<file path="src/rtl/opfwd_pkg.sv">
package opfwd_pkg;

    typedef enum logic [1:0] {
        SEL_REGFILE = 2'b00,
        SEL_WBACK   = 2'b01,
        SEL_MEMSTG  = 2'b10,
        SEL_SPARE   = 2'b11
    } fwd_sel_e;

    localparam int unsigned NUM_OPERANDS = 2;

endpackage

</file>
<file path="src/rtl/opfwd_hit.sv">
module opfwd_hit #(
    parameter int unsigned AW         = 5,
    parameter bit          ZERO_FIXED = 1'b1
) (
    input  logic [AW-1:0] src,
    input  logic [AW-1:0] dst,
    input  logic          wr,
    output logic          hit
);
    localparam logic [AW-1:0] ZERO_REG = '0;

    logic same;
    assign same = (dst == src);

    generate
        if (ZERO_FIXED) begin : g_zero_guard
            assign hit = wr && same && (dst != ZERO_REG);
        end else begin : g_no_guard
            assign hit = wr && same;
        end
    endgenerate
endmodule

</file>
<file path="src/rtl/opfwd_pick.sv">
module opfwd_pick
    import opfwd_pkg::*;
(
    input  logic     mem_hit,
    input  logic     wb_hit,
    output fwd_sel_e sel
);
    always_comb begin
        unique case ({mem_hit, wb_hit})
            2'b10, 2'b11: sel = SEL_MEMSTG;
            2'b01:        sel = SEL_WBACK;
            default:      sel = SEL_REGFILE;
        endcase
    end
endmodule

</file>
<file path="src/rtl/opfwd_mux.sv">
module opfwd_mux
    import opfwd_pkg::*;
#(
    parameter int unsigned DW = 32
) (
    input  fwd_sel_e      sel,
    input  logic [DW-1:0] rf_val,
    input  logic [DW-1:0] mem_val,
    input  logic [DW-1:0] wb_val,
    output logic [DW-1:0] y
);
    always_comb begin
        unique case (sel)
            SEL_MEMSTG: y = mem_val;
            SEL_WBACK:  y = wb_val;
            SEL_SPARE:  y = rf_val;
            default:    y = rf_val;
        endcase
    end
endmodule

</file>
<file path="src/rtl/opfwd_unit.sv">
module opfwd_unit
    import opfwd_pkg::*;
#(
    parameter int unsigned AW         = 5,
    parameter int unsigned DW         = 32,
    parameter bit          ZERO_FIXED = 1'b1
) (
    input  logic [AW-1:0] ex_src_a,
    input  logic [AW-1:0] ex_src_b,
    input  logic [AW-1:0] mem_dst,
    input  logic          mem_wr,
    input  logic [AW-1:0] wb_dst,
    input  logic          wb_wr,
    input  logic [DW-1:0] rf_val_a,
    input  logic [DW-1:0] rf_val_b,
    input  logic [DW-1:0] mem_result,
    input  logic [DW-1:0] wb_value,
    output logic [1:0]    sel_a,
    output logic [1:0]    sel_b,
    output logic [DW-1:0] opnd_a,
    output logic [DW-1:0] opnd_b
);
    logic [AW-1:0] src_v [NUM_OPERANDS];
    logic [DW-1:0] rf_v  [NUM_OPERANDS];
    logic [DW-1:0] out_v [NUM_OPERANDS];
    fwd_sel_e      sel_v [NUM_OPERANDS];

    assign src_v[0] = ex_src_a;
    assign src_v[1] = ex_src_b;
    assign rf_v[0]  = rf_val_a;
    assign rf_v[1]  = rf_val_b;

    generate
        for (genvar k = 0; k < NUM_OPERANDS; k++) begin : g_opnd
            logic mem_hit;
            logic wb_hit;

            opfwd_hit #(.AW(AW), .ZERO_FIXED(ZERO_FIXED)) u_mem_hit (
                .src(src_v[k]), .dst(mem_dst), .wr(mem_wr), .hit(mem_hit)
            );
            opfwd_hit #(.AW(AW), .ZERO_FIXED(ZERO_FIXED)) u_wb_hit (
                .src(src_v[k]), .dst(wb_dst), .wr(wb_wr), .hit(wb_hit)
            );
            opfwd_pick u_pick (
                .mem_hit(mem_hit), .wb_hit(wb_hit), .sel(sel_v[k])
            );
            opfwd_mux #(.DW(DW)) u_mux (
                .sel(sel_v[k]), .rf_val(rf_v[k]), .mem_val(mem_result),
                .wb_val(wb_value), .y(out_v[k])
            );
        end
    endgenerate

    assign sel_a  = sel_v[0];
    assign sel_b  = sel_v[1];
    assign opnd_a = out_v[0];
    assign opnd_b = out_v[1];
endmodule

</file>
<file path="config.mk">
export PLATFORM = sky130hd
export DESIGN_NAME = opfwd_unit
export DESIGN_NICKNAME = d
export VERILOG_FILES = /design/src/rtl/opfwd_pkg.sv /design/src/rtl/opfwd_hit.sv /design/src/rtl/opfwd_pick.sv /design/src/rtl/opfwd_mux.sv /design/src/rtl/opfwd_unit.sv
export SDC_FILE = /design/constraint.sdc
export NUM_CORES = 1
export LEC_CHECK = 0
export BUFFER_PORTS_ARGS = -buffer_cell sky130_fd_sc_hd__buf_2
export CAP_MARGIN = 10
export CORE_MARGIN = 1
export CORE_UTILIZATION = 25
export DETAILED_ROUTE_END_ITERATION = 10
export PLACE_DENSITY_LB_ADDON = 0.25
export SYNTH_ARGS = -nofsm -noshare
export SYNTH_HDL_FRONTEND = slang
export SYNTH_SLANG_ARGS = --single-unit
</file>
<file path="constraint.sdc">
create_clock -name vclk -period 5
set_clock_uncertainty 0.2 [all_clocks]
set_input_delay 0.5 -clock vclk [all_inputs]
set_output_delay 0.5 -clock vclk [all_outputs]
set_load 0.03 [all_outputs]
</file>
Word level (Yosys, flattened, before mapping)
Cells that the tools add are included.
{ "word_totals": {"regBits": 0, "word_cells": 30, "in_bits": 150} }
{ "classes": {"reduce_logical": 12, "n_mux": 4, "eq_ne": 14} }
{ "op_table": {"columns": ["cell", "count"], "rows": [
  ["32-bit one-hot mux with 2 select lines", 2],
  ["5-bit == test", 4],
  ["2-bit == test, second input constant", 6],
  ["5-bit nonzero test", 2],
  ["2-bit by 1-bit == test with 1-bit output, second input constant", 4],
  ["1-bit logical AND", 8],
  ["2-bit one-hot mux with 2 select lines", 2],
  ["2-bit OR reduction", 2]
]} }

Depth between registers and ports, before layout
{ "logic_depth": {"word_depth": 8, "ltp_mapped": 6} }

By module
A second synthesis with hierarchy kept.
{ "unflattened": {"hier_cells": 270, "hier_area_um2": 1574.0} }
{ "by_module_without_submodules": {"columns": ["module", "cells_per_inst", "seq_area_each_um2", "instances", "area_each_um2"], "rows": [
  ["opfwd_mux", 113, 0.0, 2, 636.9],
  ["opfwd_hit", 10, 0.0, 4, 70.1],
  ["opfwd_pick", 2, 0.0, 2, 10.0]
]} }

Least setup slack after synthesis
No wires, ideal clock.
{ "synth_path": {"path_type": "input port to output port", "start": "in mem_dst[1]", "end": "out sel_b[0]", "n_path_buf": 1, "stages": 6, "slack_ns": 2.023, "arrival_time_ns": 2.277, "cell_sequence": "or4_4 -> o211ai_2 -> or2_1 -> buf_2 -> inv_2 -> nor4_2"} }
{ "synth_via": {"elab_chain_len": 6} }
{ "synth_rtl": {"columns": ["item", "line_no", "text"], "rows": [
  ["start, declared", "opfwd_unit.sv:10", "input logic [AW-1:0] mem_dst,"],
  ["5-bit == test", "opfwd_hit.sv:13", "assign same = (dst == src);"],
  ["1-bit logical AND", "opfwd_hit.sv:17", "assign hit = wr && same && (dst != ZERO_REG);"],
  ["1-bit logical AND (*)", "opfwd_hit.sv:17", null],
  ["2-bit == test", "opfwd_pick.sv:9", "unique case ({mem_hit, wb_hit})"],
  ["2-bit OR reduction", "opfwd_pick.sv:9", null],
  ["2-bit one-hot mux with 2 select lines (*)", "opfwd_pick.sv:9", null],
  ["end, declared", "opfwd_unit.sv:19", "output logic [1:0] sel_b,"]
]} }
Mark *: on every way between the ends. The rest lies on a longest branch, timed or not.

Worst setup path after layout
{ "layout_path": {"start": "in mem_dst[1]", "end": "out opnd_a[1]"} }
{ "layout_via": {"elab_chain_len": 8} }
{ "layout_rtl": {"columns": ["item", "line_no", "text"], "rows": [
  ["5-bit == test", "opfwd_hit.sv:13", null],
  ["1-bit logical AND", "opfwd_hit.sv:17", null],
  ["1-bit logical AND (*)", "opfwd_hit.sv:17", null],
  ["2-bit == test", "opfwd_pick.sv:9", null],
  ["2-bit OR reduction", "opfwd_pick.sv:9", null],
  ["2-bit one-hot mux with 2 select lines (*)", "opfwd_pick.sv:9", null],
  ["2-bit by 1-bit == test with 1-bit output / 2-bit == test (equally long branches)", "opfwd_mux.sv:13", "unique case (sel)"],
  ["32-bit one-hot mux with 2 select lines (*)", "opfwd_mux.sv:13", null],
  ["end, declared", "opfwd_unit.sv:20", "output logic [DW-1:0] opnd_a,"]
]} }
Marked as above.

==> results by group <==
Worst setup path
  • Arrival time of data at the critical path endpoint: 3.05 ns
  • Crit Path Max Fanout: 33
  • Crit path kind: input port to output port
  • Required @ worst endpoint: 4.30 ns
  • Critical path endpoint category: output port
  • CP endpoint: opnd_a[1]
  • Startpoint kind of the worst setup timing path: input port
  • First element of the critical path: mem_dst[1]

Placed design
  • Routability Congestion: 0.913
  • Count of buffers from port buffering: 218
  • Worst slack, placed: 1.26 ns
  • Placed wire-length estimate after detailed placement: 8760 um

Timing
  • Fin crit period: 3.75 ns
  • RSZ-0062 raised after global routing: false
  • Number of endpoints failing setup at the final stage: 0
  • Slew @ Worst Pin: 1.24 ns
  • Final number of hold-violating endpoints: 0
  • Final worst-path cycle share: 75.0%
  • Post-Route Setup TNS: 0 ns
  • Post-route setup slack: 1.25 ns
  • Hold Worst Slack: 1.19 ns
  • Slew HR: 17.4%
  • Highest achievable clock rate: 267 MHz
  • Slew Viols, Final: 0

Logic synthesis
  • Netlist area before placement: 0.00220 mm^2
  • Gate count of the mapped netlist: 360
  • Library cells used by synthesis: 21
  • Syn Nets: 510
  • Synth warn: 0
  • Syn Area/Cell: 6.11 um^2
  • Sequential fraction of the synthesis area: 0%

Die
  • Initial Utilization: 26.2%
  • Number of top-level pins: 218
  • Die Y-Extent: 95.8 um
  • Die X: 95.8 um
  • Num rows: 33
  • Area of the core: 0.00838 mm^2
  • Die Outline Area: 0.00917 mm^2

Run
  • MaxCap Viol Count: 0

Power
  • Pwr per Cell Area: 122 mW/mm^2
  • Max rail drop VDD: 147 uV
  • Total power: 0.404 mW
  • Standby leakage power: 1.28 nW

Worst hold path
  • Tightest Hold Check Type: input port to output port
  • Start point of the worst hold path: rf_val_a[24]

Layout
  • Proportion of layout cells with a drive suffix above 1: 46.6%
  • Final layout net count: 682
  • Growth of design area from synthesis to finish: 50.4%
  • Number of clock buffer instances in the layout: 0
  • Ant. Diodes: 0
  • Register area: 0 um^2
  • Final sequential cell count: 0

Global route
  • Overflow left after global routing: 0
  • Initial antenna violation count: 0
  • Overall routing resource usage: 24.7%
  • First-pass GRT wire length: 18,200 um
  • Vias in the first global route: 3,696
  • Pin count of the biggest net entering global routing: 67

Clocking
  • Post-CTS repair timing setup buffer count: 0
  • Quantity of hold-fixing buffers added after cts: 0
  • Post-cts gate resize count: 0

Drt
  • Total wire length after detailed routing: 12,400 um
  • Antenna Nets Post-Route: 0
  • Via count: 4,005
  • Initial DRC Count: 295
  • First-pass iteration count of the detailed router: 7
  • Remaining routing DRC violations: 0
  • Wire length per cell: 19.5 um
  • Number of vias per cell: 6.31

Outcome
  • Result of the run: finished, final reports clean
[metrics by stage]
step | util (%) | instances | instance area (um^2)
after floorplan | - | 360 | 2200
after global placement | 39.4 | 635 | 3310
after detailed placement | 39.4 | 635 | 3310
after CTS | 39.4 | 635 | 3310
after global routing | 39.4 | 635 | 3310
final | 39.4 | 635 | 3310
[where the power goes]
| group | switching [mW] | leakage [nW] | internal, mW | total (mW) |
|---|---|---|---|---|
| registers | 0 | 0 | 0 | 0 |
| logic | 0.282 | 1.28 | 0.122 | 0.404 |
| clock network | 0 | 0 | 0 | 0 |
| total | 0.282 | 1.28 | 0.122 | 0.404 |
[synthesized netlist by cell type]
master / number / area share [%]
sky130_fd_sc_hd__xor2_1: 10 / 4.0
sky130_fd_sc_hd__clkbuf_1: 40 / 6.8
sky130_fd_sc_hd__or2_1: 2 / 0.57
sky130_fd_sc_hd__buf_4: 4 / 1.4
sky130_fd_sc_hd__or3_1: 2 / 0.57
sky130_fd_sc_hd__nand4_1: 66 / 19
sky130_fd_sc_hd__a31oi_1: 64 / 18
sky130_fd_sc_hd__or2_2: 2 / 0.57
sky130_fd_sc_hd__xnor2_1: 10 / 4.0
sky130_fd_sc_hd__o21a_1: 1 / 0.34
sky130_fd_sc_hd__o21ai_1: 1 / 0.23
sky130_fd_sc_hd__or4_1: 1 / 0.34
sky130_fd_sc_hd__o211ai_2: 2 / 1.1
sky130_fd_sc_hd__inv_2: 2 / 0.34
sky130_fd_sc_hd__buf_1: 4 / 0.68
sky130_fd_sc_hd__nor3_1: 66 / 15
sky130_fd_sc_hd__o31ai_1: 64 / 22
sky130_fd_sc_hd__nor2_1: 2 / 0.34
sky130_fd_sc_hd__nor4_2: 2 / 1.1
sky130_fd_sc_hd__buf_2: 14 / 3.2
sky130_fd_sc_hd__or4_4: 1 / 0.51
[worst min path at each step]
stage,cells after the start,end
after floorplan,2,opnd_a[0]
after global placement,4,opnd_b[25]
after detailed placement,4,opnd_a[24]
after CTS,4,opnd_a[24]
after global routing,4,opnd_a[28]
final,4,opnd_a[24]
[cell usage in the layout (no fill, tap or decap)]
cell / instances
sky130_fd_sc_hd__nor2_2: 2
sky130_fd_sc_hd__o21a_2: 1
sky130_fd_sc_hd__a31oi_1: 64
sky130_fd_sc_hd__or4_4: 1
sky130_fd_sc_hd__nor3_2: 2
sky130_fd_sc_hd__o211ai_4: 2
sky130_fd_sc_hd__inv_2: 2
sky130_fd_sc_hd__nor3_1: 64
sky130_fd_sc_hd__buf_2: 218
sky130_fd_sc_hd__or3_1: 2
sky130_fd_sc_hd__o21ai_4: 1
sky130_fd_sc_hd__xor2_1: 10
sky130_fd_sc_hd__o31ai_1: 64
sky130_fd_sc_hd__or2_1: 2
sky130_fd_sc_hd__xnor2_1: 10
sky130_fd_sc_hd__nor4_2: 2
sky130_fd_sc_hd__nand4_1: 66
sky130_fd_sc_hd__or4_1: 1
sky130_fd_sc_hd__buf_4: 14
sky130_fd_sc_hd__or2_2: 2
[layout make-up]
class,count,area [um^2]
fill,912,5080
inverter,2,7.51
multi-input combinational,296,1970
tap,105,131
timing repair buffer,232,1200
[cell families after synthesis]
logic type	Yosys count	share of synthesized area (%)
AOI/OAI and AO/OA	132	41.8
xor gates and xnor gates	20	7.97
buffers and inverters	64	12.4
and+or+nand+nor	144	37.8
[layer usage]
layer  vias up  GRT usage [%]  wire (um)
met5         -              0          0
met4         0           7.84        367
met3        43           3.32       1300
met2       327           42.9       5800
met1      1798           31.4       4930
li1       1837              -          -
[worst max-delay path, cell delays in order]
cell and delay, ns:
sky130_fd_sc_hd__buf_2 0.12, sky130_fd_sc_hd__or4_4 0.57, sky130_fd_sc_hd__o211ai_4 0.16, sky130_fd_sc_hd__buf_4 0.38, sky130_fd_sc_hd__or2_1 0.70, sky130_fd_sc_hd__buf_4 0.31
sky130_fd_sc_hd__a31oi_1 0.11, sky130_fd_sc_hd__buf_2 0.19
No activity file was read; power rests on OpenSTA's default activity.
